==> config.mk <==
export PLATFORM = sky130hd
export DESIGN_NAME = osr_decimator
export DESIGN_NICKNAME = d
export VERILOG_FILES = /design/src/rtl/osr_decimator.sv
export SDC_FILE = /design/constraint.sdc
export NUM_CORES = 1
export LEC_CHECK = 0
export ABC_CLOCK_PERIOD_IN_PS = 5600
export BUFFER_PORTS_ARGS = -buffer_cell sky130_fd_sc_hd__buf_2
export CAP_MARGIN = 40
export CORE_AREA = 3 3 64 66
export CTS_CLUSTER_DIAMETER = 80
export DETAILED_ROUTE_END_ITERATION = 6
export DIE_AREA = 0 0 67 69
export PLACE_DENSITY = 0.63
export SYNTH_ARGS = -nofsm -noshare
export SYNTH_HDL_FRONTEND = slang
export SYNTH_SLANG_ARGS = --single-unit
==> constraint.sdc <==
create_clock -name clk -period 5.6 [get_ports clk]
set_clock_uncertainty 0.2 [all_clocks]
set_input_delay 0.84 -clock clk [delete_from_list [all_inputs] [get_ports clk]]
set_output_delay 0.84 -clock clk [all_outputs]
set_load 0.05 [all_outputs]
==> src/rtl/osr_decimator.sv <==
module osr_decimator #(
  parameter int IN_W      = 8,
  parameter int EXTRA     = 2,
  parameter bit SIGNED_IN = 1'b1
) (
  input  logic                  clk,
  input  logic                  rst,
  input  logic                  in_valid,
  input  logic [IN_W-1:0]       in_data,
  output logic                  out_valid,
  output logic [IN_W+EXTRA-1:0] out_data
);
  localparam int GROUP = 4 ** EXTRA;
  localparam int ACC_W = IN_W + 2 * EXTRA;
  localparam int OUT_W = IN_W + EXTRA;
  localparam int CNT_W = 2 * EXTRA;
  localparam logic [CNT_W-1:0] LAST = CNT_W'(GROUP - 1);

  logic [ACC_W-1:0] acc;
  logic [CNT_W-1:0] cnt;
  logic [ACC_W-1:0] ext;
  logic [ACC_W-1:0] sum;
  logic             done;

  generate
    if (SIGNED_IN) begin : g_sext
      assign ext = {{(2 * EXTRA){in_data[IN_W-1]}}, in_data};
    end else begin : g_zext
      assign ext = {{(2 * EXTRA){1'b0}}, in_data};
    end
  endgenerate

  assign sum  = acc + ext;
  assign done = in_valid && (cnt == LAST);

  always_ff @(posedge clk) begin
    if (rst) begin
      acc       <= '0;
      cnt       <= '0;
      out_valid <= 1'b0;
      out_data  <= '0;
    end else begin
      out_valid <= done;
      if (in_valid) begin
        cnt <= cnt + 1'b1;
        acc <= done ? '0 : sum;
      end
      if (done) out_data <= OUT_W'(sum[ACC_W-1:EXTRA]);
    end
  end
endmodule

==> results.py <==
metrics = {
    "run_status": {
        "status": "complete, no violations",
    },
    "final_layout": {
        "drive_gt1_frac": 0.152,
        "fin_util": 0.483,
        "nets": 229,
        "synthToLayoutAreaGrowth_pct": 11.6,
        "diodes": 0,
        "multiInputGateArea_sq_um": 973,
        "fill_cells": 382,
        "seq_area_sq_um": 541,
    },
    "drt": {
        "remaining_drc_errors": 0,
        "totalWireLength_microns": 3410,
        "viasPerCell": 5.27,
        "routedWlPerCell_microns": 13.5,
        "final_antenna_net_count": 0,
        "first_pass_iters": 4,
        "drtIter0Drc": 52,
        "num_vias": 1328,
    },
    "critical_path": {
        "rr_worst_depth": 9,
        "slowest_stage": "fa_1",
        "cp.depth": 10,
        "rr_endpoint": "out_data[6]",
        "start_kind": "primary input",
        "end_kind": "flip-flop",
        "critPathBufInv": 2,
        "crit_start": "in_data[0]",
        "slowest_delay_ps": 410,
        "path_delay_family": "compound AO/OA/AOI/OAI gates",
        "worstPathArrival_ps": 2590,
        "reg2reg_slack_ps": 3280,
        "crit_chain": "buf_2, ha_1, inv_1, fa_1, nor2b_1, o211a_1, o21ai_1, a21oi_2, nor4b_1, a211o_1",
        "cp.required_ps": 5570,
        "r2r-start": "acc[0]",
        "path_max_fanout": 3,
        "path_class": "primary input to flip-flop",
    },
    "cts": {
        "cts_max_path_buffers": 2,
        "cts_tree": "built",
        "postCtsSetupRepairBufs": 0,
        "root_buffer": "clkbuf_8",
        "cts-htree-levels": 1,
        "cts.repair.resized": 0,
        "cts_buffers": 3,
        "ctsHoldBuffers": 0,
        "cts_sinks": 27,
        "insertion_delay_ps": 270,
        "cts.clk_slew.worst_paths_ps": 90,
    },
    "yosys": {
        "synth_largest_area_cell": "dfxtp_1",
        "synth_cell_types": 46,
        "avgSynthCellArea_sq_um": 8.45,
        "yosys-top-cells-count": "27 x dfxtp_1, 19 x a21oi_1, 18 x nand2_1",
        "ys_warn_count": 0,
        "synth-seq-cells": 27,
        "synth_top_area_share": 0.344,
        "synth_flop_cell": "dfxtp_1",
        "synth.most_common_cell": "dfxtp_1",
        "syn_nets": 210,
        "ys_seq_area_frac": 0.344,
        "synth-edff-count": 0,
        "async_reset_ff_frac": 0,
        "syn-cell-area_sq_um": 1570,
        "postSynthCellCount": 186,
        "yosys-top-cells-area": "dfxtp_1 34%, ha_1 9.6%, a21oi_1 6.1%, xnor2_1 5.0%, nand2_1 4.3%",
    },
    "timing": {
        "period_share": 0.469,
        "fmax_ghz": 0.381,
        "rsz0062_at_grt": "false",
        "slew_viol_final": 0,
        "slew_headroom": 0.491,
        "worst_pin_slew_ps": 762,
        "setup_viol": 0,
        "fin_tns_setup_ps": 0,
        "hold_violations": 0,
        "period_needed_ps": 2630,
    },
    "hold_path": {
        "hold_path.class": "flip-flop to flip-flop",
        "whs_path_depth": 2,
        "hold_end": "out_data[0]",
        "min_from": "out_data[0]",
    },
    "power_and_ir_drop": {
        "p_leak_nw": 0.771,
        "ir_worst_vdd_v": 0.000173,
        "power_density_nw_per_um2": 273,
    },
    "global_route": {
        "grt_pass1_vias": 1363,
        "grt_overflow_total": 0,
        "grt_max_degree": 29,
        "globalRouteTotalUtil": 0.159,
        "antenna_found_initial": 0,
        "grt_first_pass_wirelength_microns": 5930,
    },
    "floorplan": {
        "die_area_sq_um": 4620,
        "row_count": 22,
        "chipWidth_microns": 67,
        "initial_core_util": 0.433,
        "ios": 22,
        "core_area_sq_um": 3630,
        "die_h_microns": 69,
    },
    "placement": {
        "portBuffers": 21,
        "hpwlAfterDp_microns": 2660,
        "place_congestion": 0.814,
    },
    "flow_run": {
        "max-cap-violations": 0,
    },
}
==> layout by cell type (no fill, tap or decap), drive strengths merged <==
cell,count
dfxtp,27
buf,21
a21oi,21
nand2,18
nor2,15
ha,12
xnor2,9
inv,8
nand3,7
o21ai,7
nand2b,6
nor2b,4
nor3,4
clkbuf,4
mux2i,3
xor2,3
a21o,3
nand4,3
a211oi,3
o211a,2
a31oi,2
nand3b,2
a211o,2
nor3b,2
and4,1
and2,1
and3,1
a21boi,1
or3,1
or2,1
nor4b,1
o31ai,1
o21a,1
a32o,1
a22o,1
o32ai,1
o22ai,1
o211ai,1
o221ai,1
fa,1
==> how the worst max path moves through the flow <==
stage                        endpoint
after CTS                 out_data[6]
after global routing      out_data[6]
after floorplan           out_data[6]
final                     out_data[6]
after global placement    out_data[6]
after detailed placement  out_data[6]
==> worst reg2reg max path, cell delays in order, from the launching register on <==
cell and delay (ps):
dfxtp_1 340, ha_1 190, inv_1 60, fa_1 410, nor2b_1 180, o211a_1 180, o21ai_1 90, a21oi_2 210
nor4b_1 80, a211o_1 290
==> cell families after synthesis <==
kind of cell             count (synthesis)  synth area share
XOR/XNOR                                12            0.0669
adder cells (fa/ha/maj)                 13             0.108
multiplexers                             3            0.0191
buffers and inverters                   15            0.0366
AO/OA/AOI/OAI                           49             0.206
flip-flops                              27             0.344
AND/OR/NAND/NOR                         67             0.219
==> flip-flops by register name (all words and copies together), names as in the netlist <==
register   flops
cnt            4
out_valid      1
out_data      10
acc           12
==> per-stage QoR <==
| stage | power [mW] | worst slack [ps] | area, sq um | hold slack, ps | cells |
|---|---|---|---|---|---|
| 6_report | 0.478 | 2970 | 1750 | 253 | 252 |
| 5_1_grt | 0.515 | 2850 | 1750 | 278 | 252 |
| 4_1_cts | 0.482 | 2980 | 1750 | 257 | 252 |
| 3_5_place_dp | 0.376 | 2700 | 1710 | 245 | 248 |
| 3_3_place_gp | 0.371 | 2780 | 1710 | 244 | 248 |
| 2_1_floorplan | 0.343 | 2960 | 1570 | 229 | 186 |
==> power by group <==
group          internal (mW)  leakage (nW)  switching, mW
logic                 0.0673         0.528         0.0840
registers              0.208         0.220         0.0118
clock network         0.0508        0.0228         0.0560
total                  0.326         0.771          0.152
==> layout make-up <==
cell class | instances | area share
clock buffers | 4 | 0.0257
inverters | 8 | 0.0171
multi-input cells | 144 | 0.555
flip-flops and latches | 27 | 0.308
well taps | 48 | 0.0342
repair buffers | 21 | 0.0599
==> per-layer routing <==
| layer | track usage | wire length (microns) |
|---|---|---|
| met1 | 0.191 | 1550 |
| met2 | 0.283 | 1710 |
| met3 | 0.0423 | 127 |
| met4 | 0.0225 | 25 |
| met5 | 0 | 0 |
No activity file was read; power rests on OpenSTA's default activity.
